## src/rtl/bus_idle_pkg.sv

```systemverilog
// Shared sizes, control-word layout and count decoding for the idle-cycle inserter.
// Assumes the area number is small enough that one select bit per area is practical.
package bus_idle_pkg;
    parameter int AREA_W  = 3;
    localparam int N_AREAS = 1 << AREA_W;
    localparam int CNT_W   = 3;
    localparam int CFG_W   = N_AREAS + 4;

    typedef struct packed {
        logic [1:0]         setb;
        logic [1:0]         seta;
        logic [N_AREAS-1:0] sel;
    } idle_cfg_t;

    localparam idle_cfg_t CFG_RESET = '{setb: 2'b11, seta: 2'b11, sel: '0};

    // Setting A: code plus one cycle.
    function automatic logic [CNT_W-1:0] seta_cycles(input logic [1:0] code);
        return CNT_W'(code) + CNT_W'(1);
    endfunction

    // Setting B: 1, 2, then 4 for both upper codes.
    function automatic logic [CNT_W-1:0] setb_cycles(input logic [1:0] code);
        return code[1] ? CNT_W'(4) : (code[0] ? CNT_W'(2) : CNT_W'(1));
    endfunction
endpackage

```

## src/rtl/idle_cfg_reg.sv

```systemverilog
// Control word holding the two count settings and the per-area select bits.
// Assumes writes are single-cycle pulses; takes effect from the following cycle.
module idle_cfg_reg
    import bus_idle_pkg::*;
(
    input  logic             clk,
    input  logic             rst_n,
    input  logic             we,
    input  logic [CFG_W-1:0] wdata,
    output idle_cfg_t        cfg
);
    // Hold the control word; load on write, return to four-cycle defaults on reset.
    always_ff @(posedge clk) begin
        if (!rst_n)  cfg <= CFG_RESET;
        else if (we) cfg <= idle_cfg_t'(wdata);
    end
endmodule

```

## src/rtl/access_history.sv

```systemverilog
// Records the direction and area of the last accepted access.
// Assumes 'accept' is high only on a cycle where the master's access is taken.
module access_history
    import bus_idle_pkg::*;
(
    input  logic              clk,
    input  logic              rst_n,
    input  logic              accept,
    input  logic              wr,
    input  logic [AREA_W-1:0] area,
    output logic              valid,
    output logic              last_wr,
    output logic [AREA_W-1:0] last_area
);
    // Capture the accepted access; mark history empty after reset.
    always_ff @(posedge clk) begin
        if (!rst_n) begin
            valid     <= 1'b0;
            last_wr   <= 1'b0;
            last_area <= '0;
        end else if (accept) begin
            valid     <= 1'b1;
            last_wr   <= wr;
            last_area <= area;
        end
    end

    assert_hist_valid_R1: assert property (@(posedge clk) disable iff (!rst_n)
        accept |=> valid);
endmodule

```

## src/rtl/gap_decider.sv

```systemverilog
// Decides whether a transition needs idle cycles and how many.
// Purely combinational; assumes the history inputs describe the previously accepted access.
module gap_decider
    import bus_idle_pkg::*;
(
    input  idle_cfg_t         cfg,
    input  logic              hist_valid,
    input  logic              hist_wr,
    input  logic [AREA_W-1:0] hist_area,
    input  logic              req_wr,
    input  logic [AREA_W-1:0] req_area,
    output logic              need_gap,
    output logic [CNT_W-1:0]  gap_cycles
);
    logic [CNT_W-1:0] area_cyc [N_AREAS];
    logic             rd_rd_diff, rd_wr, wr_rd;

    // One after-read count per area, chosen by that area's select bit.
    for (genvar g = 0; g < N_AREAS; g++) begin : g_area_cnt
        assign area_cyc[g] = cfg.sel[g] ? setb_cycles(cfg.setb) : seta_cycles(cfg.seta);
    end

    // Classify the transition and pick the count from the previous area or setting A.
    always_comb begin
        rd_rd_diff = !hist_wr && !req_wr && (hist_area != req_area);
        rd_wr      = !hist_wr &&  req_wr;
        wr_rd      =  hist_wr && !req_wr;
        need_gap   = hist_valid && (rd_rd_diff || rd_wr || wr_rd);
        gap_cycles = wr_rd ? seta_cycles(cfg.seta) : area_cyc[hist_area];
    end
endmodule

```

## src/rtl/gap_counter.sv

```systemverilog
// Counts down the idle cycles of one transition and then releases the pending access.
// Assumes the master holds its request stable until it is accepted.
module gap_counter
    import bus_idle_pkg::*;
(
    input  logic             clk,
    input  logic             rst_n,
    input  logic             req_gap,
    input  logic [CNT_W-1:0] load_cycles,
    input  logic             accept,
    output logic             idle_now,
    output logic             gate_open
);
    logic [CNT_W-1:0] cnt;
    logic             paid;
    logic             start;

    // Start a gap when one is needed, not yet served and no countdown is running.
    always_comb begin
        start     = req_gap && !paid && (cnt == '0);
        idle_now  = start || (cnt != '0);
        gate_open = !idle_now;
    end

    // Countdown of remaining idle cycles and the "gap served" marker.
    always_ff @(posedge clk) begin
        if (!rst_n) begin
            cnt  <= '0;
            paid <= 1'b0;
        end else if (start) begin
            cnt  <= load_cycles - CNT_W'(1);
            paid <= (load_cycles == CNT_W'(1));
        end else if (cnt != '0) begin
            cnt  <= cnt - CNT_W'(1);
            if (cnt == CNT_W'(1)) paid <= 1'b1;
        end else if (accept) begin
            paid <= 1'b0;
        end
    end

    assert_idle_cap_R12: assert property (@(posedge clk) disable iff (!rst_n)
        cnt <= CNT_W'(3));
    assert_load_range_R12: assert property (@(posedge clk) disable iff (!rst_n)
        start |-> (load_cycles >= CNT_W'(1) && load_cycles <= CNT_W'(4)));
endmodule

```

## src/rtl/bus_idle_gap.sv

```systemverilog
// Top of the external-bus idle-cycle inserter: stalls the master between accesses
// whose direction or area change could let two devices drive the data bus at once.
// Assumes acc_req, acc_wr and acc_area stay stable from presentation until accepted.
module bus_idle_gap
    import bus_idle_pkg::*;
(
    input  logic              clk,
    input  logic              rst_n,
    input  logic              acc_req,
    input  logic              acc_wr,
    input  logic [AREA_W-1:0] acc_area,
    output logic              acc_rdy,
    output logic              idle_busy,
    input  logic              cfg_we,
    input  logic [CFG_W-1:0]  cfg_wdata
);
    idle_cfg_t         cfg;
    logic              hist_valid, hist_wr;
    logic [AREA_W-1:0] hist_area;
    logic              need_gap;
    logic [CNT_W-1:0]  gap_cycles;
    logic              idle_now, gate_open;
    logic              accept;

    // Handshake outputs and the acceptance strobe.
    always_comb begin
        acc_rdy   = gate_open;
        idle_busy = idle_now;
        accept    = acc_req && gate_open;
    end

    idle_cfg_reg u_cfg (
        .clk   (clk),
        .rst_n (rst_n),
        .we    (cfg_we),
        .wdata (cfg_wdata),
        .cfg   (cfg)
    );

    access_history u_hist (
        .clk       (clk),
        .rst_n     (rst_n),
        .accept    (accept),
        .wr        (acc_wr),
        .area      (acc_area),
        .valid     (hist_valid),
        .last_wr   (hist_wr),
        .last_area (hist_area)
    );

    gap_decider u_dec (
        .cfg        (cfg),
        .hist_valid (hist_valid),
        .hist_wr    (hist_wr),
        .hist_area  (hist_area),
        .req_wr     (acc_wr),
        .req_area   (acc_area),
        .need_gap   (need_gap),
        .gap_cycles (gap_cycles)
    );

    gap_counter u_cnt (
        .clk         (clk),
        .rst_n       (rst_n),
        .req_gap     (acc_req && need_gap),
        .load_cycles (gap_cycles),
        .accept      (accept),
        .idle_now    (idle_now),
        .gate_open   (gate_open)
    );

    assert_first_free_R1: assert property (@(posedge clk) disable iff (!rst_n)
        (acc_req && !hist_valid) |-> acc_rdy);
    assert_same_area_read_R2: assert property (@(posedge clk) disable iff (!rst_n)
        (acc_req && hist_valid && !hist_wr && !acc_wr && acc_area == hist_area) |-> acc_rdy);
    assert_write_write_R5: assert property (@(posedge clk) disable iff (!rst_n)
        (acc_req && hist_valid && hist_wr && acc_wr) |-> !idle_busy);
    assert_hist_hold_R10: assert property (@(posedge clk) disable iff (!rst_n)
        idle_busy |=> ($stable(hist_area) && $stable(hist_wr)));
endmodule

```

## config.mk

```make
export PLATFORM = sky130hd
export DESIGN_NAME = bus_idle_gap
export DESIGN_NICKNAME = d
export VERILOG_FILES = /design/src/rtl/bus_idle_pkg.sv /design/src/rtl/idle_cfg_reg.sv /design/src/rtl/access_history.sv /design/src/rtl/gap_decider.sv /design/src/rtl/gap_counter.sv /design/src/rtl/bus_idle_gap.sv
export SDC_FILE = /design/constraint.sdc
export NUM_CORES = 1
export LEC_CHECK = 0
export BUFFER_PORTS_ARGS = -buffer_cell sky130_fd_sc_hd__buf_2
export CAP_MARGIN = 0
export CORE_MARGIN = 2
export CORE_UTILIZATION = 58
export DETAILED_ROUTE_END_ITERATION = 12
export PLACE_DENSITY = 0.81
export REMOVE_ABC_BUFFERS = 1
export SETUP_SLACK_MARGIN = 0.5
export SYNTH_ARGS = -nofsm -noshare
export SYNTH_HDL_FRONTEND = slang
export SYNTH_HIERARCHICAL = 1
export SYNTH_SLANG_ARGS = --single-unit
```

## constraint.sdc

```tcl
create_clock -name clk -period 5.1 [get_ports clk]
set_input_delay 0.255 -clock clk [delete_from_list [all_inputs] [get_ports clk]]
set_output_delay 0.255 -clock clk [all_outputs]
set_load 0.01 [all_outputs]
```

==> impl_metrics.csv, run 1 <==
group,metric,value,unit
worst_setup_path,critPathMaxFanout,4,
die,die_h,49.8,um
synth,synth_top_area_cell,"dfxtp_1",
worst_setup_path,cpPeakStageDelay,0.39,ns
worst_hold_path,hp-class,"in2reg",
cts,cts_sinks,21,
timing,clock_skew,0.00780,ns
cells_and_area,layout.cells.non_filler,172,
synth,synthTopCellsByCount,"dfxtp_1 (21), mux2i_1 (20), nor2b_1 (18)",
global_routing,grt_pass1_vias,874,
route,ant_nets,0,
cts,postCtsHoldBufs,0,
cts,clock_latency,0.29,ns
die,start_util,0.620,
timing,maxSlewViolCount,0,
timing,period_minus_slack,2.42,ns
place,dp_hpwl,1.65,mm
global_routing,grt_usage,0.189,
cells_and_area,insertedDiodeCount,0,
cts,tritoncts,"done",
synth,synth-seq-cells,21,
synth,synth_cell_types,32,
timing,setup_tns,0,ns
global_routing,grt_pass1_wl,3.69,mm
cells_and_area,area_delta_synth_final,9.57,%
synth,synthFlopType,"dfxtp_1",
synth,netlist_instances,125,
cells_and_area,area.sequential,420,um2
timing,hold_viol,0,
cells_and_area,nNetsFinal,171,
synth,synth.most_common_cell,"dfxtp_1",
route,via_count,946,
worst_setup_path,critPathKind,"reg2reg",
power,p_leak,0.580,nW
route,dr.pass1.iters,4,
route,drt_wl_total,2.13,mm
cts,cts_max_level,1,
cts,clock_path_buffers,2,
place,gp_congestion,0.814,
worst_setup_path,cp_top_family,"compound AO/OA/AOI/OAI gates",
cells_and_area,drive_gt1_frac,0.207,
place,place_ws,2.68,ns
synth,synth-edff-count,0,
cts,cts-buffers-inserted,3,
synth,synth_top_area_frac,0.346,
cells_and_area,fill_cells,185,
route,drc,0,
timing,worst_pin_slew,0.446,ns
worst_setup_path,critPathCaptureType,"flip-flop",
worst_setup_path,required,5.31,ns
die,ios,22,
cts,clockRootBuffer,"clkbuf_4",
worst_hold_path,whs_path_depth,3,
cts,postCtsSetupRepairBufs,0,
global_routing,grt-ovfl-total,0,
timing,setup_slack,2.68,ns
timing,slew_headroom,0.695,
global_routing,grt_start_max_net_pins,21,
cts,cts.reportedPaths.clkPinSlew,0.11,ns
place,portBuffers,21,
timing,fin_hold_ws,0.165,ns
synth,syn_avg_cell_area,9.73,um2
run,maxCapViolations,0,
synth,async_flop_share,0,
worst_setup_path,r2r_cells,10,
timing,setup_viol,0,
synth,syn_area,0.00122,mm2
global_routing,antenna_found_initial,0,
worst_setup_path,cp.arrival,2.64,ns
worst_setup_path,r2r_slack,2.68,ns
die,rows,16,
worst_setup_path,worst-path-buf-inv,1,
place,placed_cells,168,
worst_setup_path,path_depth,10,
power,powerDensity,386,mW/mm2
route,wl_per_cell,12.4,um
synth,synthTopCellsByArea,"dfxtp_1 (35%), mux2i_1 (16%), nor2b_1 (9.3%)",
cts,cts-resized-gates,0,
die,dieArea,0.00248,mm2
route,viasPerCell,5.50,
worst_setup_path,cp_slowest_cell,"a2111oi_0",
timing,min_period_over_period,0.475,
cells_and_area,multi_input_area,721,um2
synth,ys_seq_area_frac,0.346,
timing,fmax,0.413,GHz
die,coreArea,0.00196,mm2
die,die_w,49.8,um
power,peakVddDrop,0.000276,V
worst_setup_path,crit_chain,"ha_1 > nor2b_1 > a2111oi_0 > a2111oi_0 > a221o_2 > inv_1 > ha_1 > nand2b_1 > a22o_1 > o41ai_2",
route,drt_iter0_markers,16,
worst_setup_path,cp-start-kind,"flip-flop",
timing,rsz0062_at_grt,"no",
synth,yosysWarnings,6,
status,status,"complete, no violations",
metrics by stage:
| step | area [um2] | power, mW | utilization |
|---|---|---|---|
| floorplan | 1170 | 0.384 | - |
| CTS | 1330 | 0.518 | 0.679 |
| global placement | 1310 | 0.431 | 0.666 |
| detailed placement | 1310 | 0.441 | 0.666 |
| global route | 1330 | 0.558 | 0.679 |
| finish | 1330 | 0.515 | 0.679 |
power breakdown:
| part | total, mW | internal, mW | leakage, nW | switching [mW] |
|---|---|---|---|---|
| combinational | 0.212 | 0.106 | 0.391 | 0.107 |
| clock | 0.0774 | 0.0304 | 0.0150 | 0.0470 |
| sequential | 0.225 | 0.193 | 0.173 | 0.0315 |
cells by family (layout without fill, tap and decap cells):
logic type      count (synthesis)  count (layout)  share of synthesized area
mux                            22              22                      0.195
flops                          21              21                      0.346
xor+xnor                        5               5                     0.0360
fa+ha+maj                       5               5                     0.0514
simple gates                   48              48                      0.222
compound gates                 12              12                     0.0875
buf+inv                        12              32                     0.0617
cells in the final DEF (no fill, tap or decap), types with 2 or more instances in the layout:
cell type	synthesis	layout
nand2b_1	4	4
nor2b_1	18	18
nand3b_1	2	2
inv_1	7	7
nand2_1	11	11
clkbuf_4	0	3
buf_2	0	21
xor2_1	3	3
dfxtp_1	21	21
ha_1	5	5
mux2i_1	20	20
and2_1	2	2
xnor2_1	2	2
a2111oi_0	3	3
nand3_1	5	5
metal layers:
metal	track usage	up-vias	part of all wire
met1	0.246	445	0.47
met3	0.0303	2	0.046
met4	0.0694	0	0.0066
met5	0	-	0
li1	-	471	-
met2	0.316	28	0.47
flip-flops by register name (all words and copies together), names as in the netlist:
name / count
u_cnt/cnt: 3
u_hist/last_wr: 1
u_hist/valid: 1
u_cfg/cfg: 12
u_cnt/paid: 1
u_hist/last_area: 3
final timing paths:
check	to	startpoint
setup / recovery	u_cnt/paid	u_cfg/cfg[8]
hold / removal	u_cfg/cfg[8]	cfg_wdata[8]
setup reg to reg	u_cnt/paid	u_cfg/cfg[8]
hold reg to reg	u_hist/valid	u_hist/valid
final cells by class:
type,instances,area share
Multi-Input combinational cell,92,0.541
Tap cell,27,0.0254
Sequential cell,21,0.315
Inverter,7,0.0197
Clock buffer,4,0.0197
Timing Repair Buffer,21,0.0789
worst register-to-register path: cells and delay by family, from the launching register on:
kind	cells	cell delay (ns)
buffers and inverters	1	0.08
AND/OR/NAND/NOR	2	0.20
AO/OA/AOI/OAI	5	1.23
flip-flops	1	0.35
adder cells (fa/ha/maj)	2	0.49
Power figures use the tool's default switching activity.
==> run 2, diff against run 1 <==
- ABC_AREA: not set -> 1
- PLACE_DENSITY: 0.81 -> 0.78
- clock period: 5.1 -> 2.5 ns (I/O delays scaled with it)
==> run 2 against run 1 <==
Final area grew 47%. Highest routed layer unchanged. Clock-buffer cell count decreased by 1. Register-to-register slack lost 2.1 ns. Via count is 93% higher. Combinational power grew to 4.5 times the previous value. Die area rose by 39%. Global-route usage is 5.2 points higher. Maximum frequency is 26% higher. Total power grew to 3.1 times the previous value. Critical endpoint is now u_cnt/cnt[1]. The flow now finishes with violations (DRC). First-iteration DRC count grew to 9.5 times the previous value. Critical path type unchanged.
==> impl_metrics.csv, run 2 <==
group,metric,value,unit
worst_setup_path,cp_top_family,"simple AND/OR/NAND/NOR gates",
global_routing,grt_pass1_wl,6.69,mm
timing,setup_viol,0,
timing,min_period_over_period,0.772,
synth,synthTopCellsByCount,"nand2_1 (114), nor2_1 (42), inv_1 (39)",
route,wl_met3,243,um
cells_and_area,top_regs,"u_cfg/cfg (12), u_cnt/cnt (3), u_hist/last_area (3)",
global_routing,grt-ovfl-total,0,
place,gp_congestion,0.921,
cells_and_area,layout.cells.non_filler,357,
power,powerDensity,823,mW/mm2
die,die_w,58.7,um
timing,rsz0062_at_grt,"yes",
timing,setup_tns,0,ns
synth,yosysWarnings,6,
synth,syn_area,0.00174,mm2
timing,period_minus_slack,1.93,ns
cells_and_area,largest_reg_flops,12,
cells_and_area,fill_cells,284,
route,ant_nets,0,
route,drt_wl_total,3.85,mm
cts,cts-buffers-inserted,3,
route,dr_wl_met2,1.81,mm
worst_setup_path,r2r_slack,0.57,ns
worst_setup_path,reg2reg_to,"u_cnt/cnt[1]",
status,status,"complete, but fails checks",
die,start_util,0.619,
route,dr.pass1.iters,8,
synth,syn_avg_cell_area,5.75,um2
cts,cts_max_level,1,
power,p_leak,1.07,nW
synth,synth.most_common_cell,"nand2_1",
worst_setup_path,required,2.71,ns
die,coreArea,0.00281,mm2
cts,clock_path_buffers,2,
cells_and_area,post-route-util,0.696,
die,die_h,58.7,um
synth,synth-seq-cells,21,
cells_and_area,layout_commonest_cell,"nand2_1",
global_routing,antenna_found_initial,0,
route,via_count,1822,
cts,clockRootBuffer,"clkbuf_4",
cells_and_area,fin_area,0.00195,mm2
place,portBuffers,21,
cells_and_area,drive_gt1_frac,0.227,
worst_setup_path,critPathMaxFanout,7,
worst_setup_path,critPathCaptureType,"flip-flop",
synth,synth_top_area_cell,"nand2_1",
cts,tritoncts,"done",
cells_and_area,final_cell_mix,"nand2_1 (113), nor2_1 (37), inv_1 (36)",
cts,postCtsHoldBufs,0,
worst_setup_path,worst-path-buf-inv,1,
worst_setup_path,worstSetupStartpoint,"u_cfg/cfg[9]",
route,wl_met1,1.77,mm
global_routing,grt_usage,0.242,
cells_and_area,regMostFlops,"u_cfg/cfg",
synth,synth_top_area_frac,0.246,
worst_setup_path,critPathKind,"reg2reg",
synth,netlist_instances,302,
die,ios,22,
timing,maxSlewViolCount,0,
cts,cts.reportedPaths.clkPinSlew,0.11,ns
cells_and_area,insertedDiodeCount,0,
timing,worst_pin_slew,0.395,ns
worst_setup_path,cp.arrival,2.14,ns
cts,cts_sinks,21,
worst_hold_path,hp-class,"in2reg",
synth,synth_cell_types,27,
worst_hold_path,hold_start,"cfg_wdata[9]",
route,wl_per_cell,10.8,um
synth,ys_seq_area_frac,0.242,
worst_hold_path,whs_path_depth,3,
worst_hold_path,hold_path_end,"u_cfg/cfg[9]",
global_routing,grt_pass1_vias,1609,
timing,clock_skew,0.00901,ns
synth,synthFlopType,"dfxtp_1",
worst_setup_path,crit_chain,"ha_4 > nor2_4 > nor2_2 > nand2_1 > nand3_1 > nand3_1 > nand2_1 > nand2_1 > nand2_1 > inv_2 > ha_4 > nand3b_1 > nand2_1 > nand2_1 > nand2_1",
cells_and_area,area_delta_synth_final,12.5,%
timing,slew_headroom,0.737,
synth,async_flop_share,0,
route,top_layer,"met4",
place,placed_area,0.00184,mm2
route,viasPerCell,5.10,
route,drc,1,
worst_setup_path,r2r_cells,15,
worst_setup_path,cpMostUsedCell,"nand2_1",
global_routing,grt_start_max_net_pins,22,
cells_and_area,nNetsFinal,352,
die,rows,19,
worst_setup_path,cpPeakStageDelay,0.36,ns
worst_setup_path,cp_slowest_cell,"dfxtp_2",
worst_setup_path,rr_startpoint,"u_cfg/cfg[9]",
power,peakVddDrop,0.000730,V
route,drt_iter0_markers,152,
synth,synthTopCellsByArea,"nand2_1 (25%), dfxtp_1 (24%), nand3_1 (9.8%)",
cts,clock_latency,0.31,ns
place,placed_cells,350,
place,dp_hpwl,2.79,mm
timing,hold_viol,0,
status,violations,"DRC",
run,maxCapViolations,0,
timing,fmax,0.518,GHz
die,dieArea,0.00345,mm2
worst_setup_path,cp-start-kind,"flip-flop",
synth,synth-edff-count,0,
-- run 2: changes by cell type in the layout (fill, tap and decap cells not counted), sizes merged, moves of 8 or more --
cell / previous run / this run
inv: 7 / 45
buf: 21 / 29
mux2i: 20 / 0
nor2b: 18 / 0
nand3: 5 / 35
nor2: 1 / 50
nand2: 11 / 121
-- run 2: through the flow --
| step | total power, mW | hold slack [ns] | setup WS [ns] |
|---|---|---|---|
| final | 1.61 | 0.0214 | 0.571 |
| after global routing | 1.76 | 0.0292 | 0.437 |
| after CTS | 1.52 | 0.0152 | 0.483 |
| after detailed placement | 1.34 | 0.342 | 0.458 |
| after global placement | 1.33 | 0.336 | 0.453 |
| after floorplan | 1.13 | 0.209 | 0.317 |
-- run 2: worst register-to-register path, cell delays in order (launching register included) --
cell and delay, ns:
dfxtp_2 0.36, ha_4 0.35, nor2_4 0.06, nor2_2 0.10, nand2_1 0.07, nand3_1 0.08
nand3_1 0.07, nand2_1 0.08, nand2_1 0.05, nand2_1 0.08, inv_2 0.06, ha_4 0.25
nand3b_1 0.09, nand2_1 0.05, nand2_1 0.05, nand2_1 0.04
-- run 2: cell type report --
cell class,instances,area (um2),area share
multi-input combinational,227,1120,0.571
clock buffer,3,22.5,0.0115
clock inverter,1,5.00,0.00256
tap,31,38.8,0.0199
timing repair buffer,29,165,0.0846
inverter,45,174,0.0890
sequential,21,432,0.221
-- run 2: routing by layer --
metal,global-route usage,vias to the layer above
met5,0,-
met4,0.0455,0
met3,0.0374,4
met2,0.419,67
met1,0.319,793
li1,-,958
-- run 2: repair_timing --
action	4_1_cts	5_1_grt
cloned	0	0
pin swaps	0	15
endpoints found under the setup margin	5	10
setup buffers	0	3
resized for setup	2	20
-- run 2: report_power, final --
part           switching [mW]  internal [mW]  leakage [nW]
clock                   0.108         0.0597        0.0177
sequential             0.0747          0.405         0.175
combinational           0.570          0.391         0.879
-- run 2: worst max path at each step --
stage / to / slack, ns / cells after the start
floorplan: u_cnt/paid / 0.32 / 19
global placement: u_cnt/cnt[1] / 0.45 / 15
detailed placement: u_cnt/cnt[1] / 0.46 / 15
CTS: u_cnt/cnt[1] / 0.48 / 15
global route: u_cnt/cnt[1] / 0.44 / 15
finish: u_cnt/cnt[1] / 0.57 / 15
-- run 2: logic make-up after synthesis --
group / synth area share
xor+xnor: 0.0151
buf+inv: 0.144
flops: 0.242
compound gates: 0.0403
simple gates: 0.522
fa+ha+maj: 0.0360
==> run 3, diff against run 2 <==
- clock period: 2.5 -> 1.9 ns (I/O delays scaled with it)
==> run 3 against run 2 <==
The run ends with DRC, setup timing left. First-iteration DRC count rose by 22%. Wire length increased by 17%. Maximum frequency fell by 3.0%. Non-clock buffer count up 16. Clock-buffer cell count up 1. Critical path type unchanged.
==> impl_metrics.csv, run 3 (same netlist as run 2, synthesis figures left out) <==
group,metric,value,unit
global_routing,grt_pass1_wl,6.99,mm
die,dieArea,0.00345,mm2
power,powerDensity,1120,mW/mm2
cts,cts_max_level,1,
timing,fmax,0.503,GHz
worst_setup_path,cp-start-kind,"flip-flop",
route,drt_iter0_markers,185,
timing,slew_headroom,0.735,
worst_setup_path,crit_chain,"ha_4 > nor2_1 > nor2_1 > nand2_1 > nand3_2 > nand3_2 > nand2_1 > nand2_1 > nand2_1 > inv_2 > ha_4 > nand3b_1 > nand2_1 > nand2_1 > nand2_1",
timing,clock_skew,0.0129,ns
cells_and_area,post-route-util,0.771,
cts,clock_latency,0.32,ns
worst_setup_path,cp_slowest_cell,"dfxtp_2",
global_routing,met1_usage,0.386,
route,drt_wl_total,4.50,mm
global_routing,grt_start_max_net_pins,22,
global_routing,grt.busiest_layer,"met2",
status,status,"complete, but fails checks",
die,die_w,58.7,um
cells_and_area,area_delta_synth_final,24.6,%
global_routing,antenna_found_initial,0,
timing,min_period_over_period,1.05,
worst_setup_path,critPathCaptureType,"flip-flop",
cells_and_area,top_regs,"u_cfg/cfg (12), u_cnt/cnt (3), u_hist/last_area (3)",
cells_and_area,drive_gt1_frac,0.297,
cells_and_area,final_cell_mix,"nand2_1 (113), nor2_1 (35), inv_1 (33)",
route,viasPerCell,5.25,
worst_setup_path,cpPeakStageDelay,0.35,ns
worst_setup_path,cp_top_family,"simple AND/OR/NAND/NOR gates",
route,wl_per_cell,12.0,um
global_routing,grt_pass1_vias,1581,
die,rows,19,
worst_setup_path,worst-path-buf-inv,1,
timing,setup_tns,-0.147,ns
run,maxCapViolations,0,
cts,clockRootBuffer,"clkbuf_4",
timing,rsz0062_at_grt,"yes",
cells_and_area,layout.cells.non_filler,374,
global_routing,grt_usage,0.260,
worst_setup_path,cpMostUsedCell,"nand2_1",
die,ios,22,
worst_setup_path,required,2.17,ns
status,violations,"DRC, setup timing",
cts,tritoncts,"done",
place,placed_cells,361,
cells_and_area,largest_reg_flops,12,
cells_and_area,insertedDiodeCount,0,
route,ant_nets,0,
cts,clock_path_buffers,2,
timing,setup_slack,-0.0888,ns
worst_setup_path,cp.arrival,2.26,ns
cts,cts.reportedPaths.clkPinSlew,0.13,ns
global_routing,grt-ovfl-total,0,
timing,hold_viol,0,
timing,maxSlewViolCount,0,
power,p_leak,1.17,nW
worst_hold_path,hp-class,"in2reg",
timing,setup_viol,3,
cells_and_area,nNetsFinal,369,
route,dr.pass1.iters,8,
global_routing,use_met3,0.0198,
cells_and_area,fill_cells,223,
timing,worst_pin_slew,0.397,ns
global_routing,grt_util_met2,0.397,
place,dp_hpwl,2.88,mm
cells_and_area,regMostFlops,"u_cfg/cfg",
die,coreArea,0.00281,mm2
worst_setup_path,critPathMaxFanout,7,
timing,period_minus_slack,1.99,ns
cts,cts-buffers-inserted,3,
die,die_h,58.7,um
cts,cts_sinks,21,
power,peakVddDrop,0.000935,V
die,start_util,0.619,
route,drc,1,
worst_setup_path,critPathKind,"reg2reg",
place,gp_congestion,0.958,
place,portBuffers,21,
route,via_count,1962,
cells_and_area,layout_commonest_cell,"nand2_1",
-- run 3: cell types whose count changed in the layout (fill, tap and decap cells not counted), sizes merged --
cell / previous run / this run
buf: 29 / 43
dlygate4sd3: 0 / 2
clkinv: 1 / 0
clkbuf: 3 / 4
clkinvlp: 0 / 1
-- run 3: timing repair --
| action | 4_1_cts | 5_1_grt |
|---|---|---|
| gates resized for setup | 16 | 27 |
| hold endpoints to repair | 2 | 0 |
| endpoints found under the setup margin | 11 | 11 |
| hold buffers | 2 | 0 |
| setup buffers | 4 | 2 |
| gates cloned | 1 | 0 |
| pin swaps | 11 | 24 |
-- run 3: cell type report --
cell class                      instances  area [um2]  area share
Clock buffer                            4        26.3      0.0121
Inverter                               45         179      0.0827
Multi-Input combinational cell        227        1170       0.543
Sequential cell                        21         428       0.198
Tap cell                               31        38.8      0.0179
Timing Repair Buffer                   45         310       0.143
Timing Repair inverter                  1        7.51     0.00347
-- run 3: metal layers --
| layer | vias to the layer above | wire [um] |
|---|---|---|
| met5 | - | 0 |
| met4 | 0 | 161 |
| met3 | 17 | 381 |
| met2 | 89 | 1970 |
| met1 | 862 | 1990 |
| li1 | 994 | - |
-- run 3: worst min-delay path, delay by kind of cell --
kind	cells	cell delay, ns
buf+inv	1	0.08
simple gates	2	0.11
-- run 3: power breakdown --
part	internal, mW	switching, mW
clock	0.0821	0.143
sequential	0.531	0.0809
combinational	0.688	0.897
-- run 3: path summary, 6_finish.rpt --
path	startpoint	to	slack, ns	depth (start not counted)
worst max-delay path	u_cfg/cfg[8]	u_cnt/cnt[1]	-0.09	15
worst min-delay path	cfg_wdata[8]	u_cfg/cfg[8]	0.003	3
worst max register to register	u_cfg/cfg[8]	u_cnt/cnt[1]	-0.09	15
worst min register to register	u_hist/valid	u_hist/valid	0.47	1
-- run 3: stage by stage --
| stage | area, um2 | total power [mW] | setup slack [ns] | hold WS [ns] |
|---|---|---|---|---|
| after floorplan | 1660 | 1.48 | -0.283 | 0.179 |
| after global placement | 1920 | 1.80 | 0.0585 | 0.310 |
| after detailed placement | 1920 | 1.83 | -0.0436 | 0.313 |
| after CTS | 2050 | 2.20 | 0.0600 | 0.00157 |
| after global routing | 2160 | 2.62 | -0.186 | 0.000943 |
| final | 2160 | 2.42 | -0.0888 | 0.00343 |
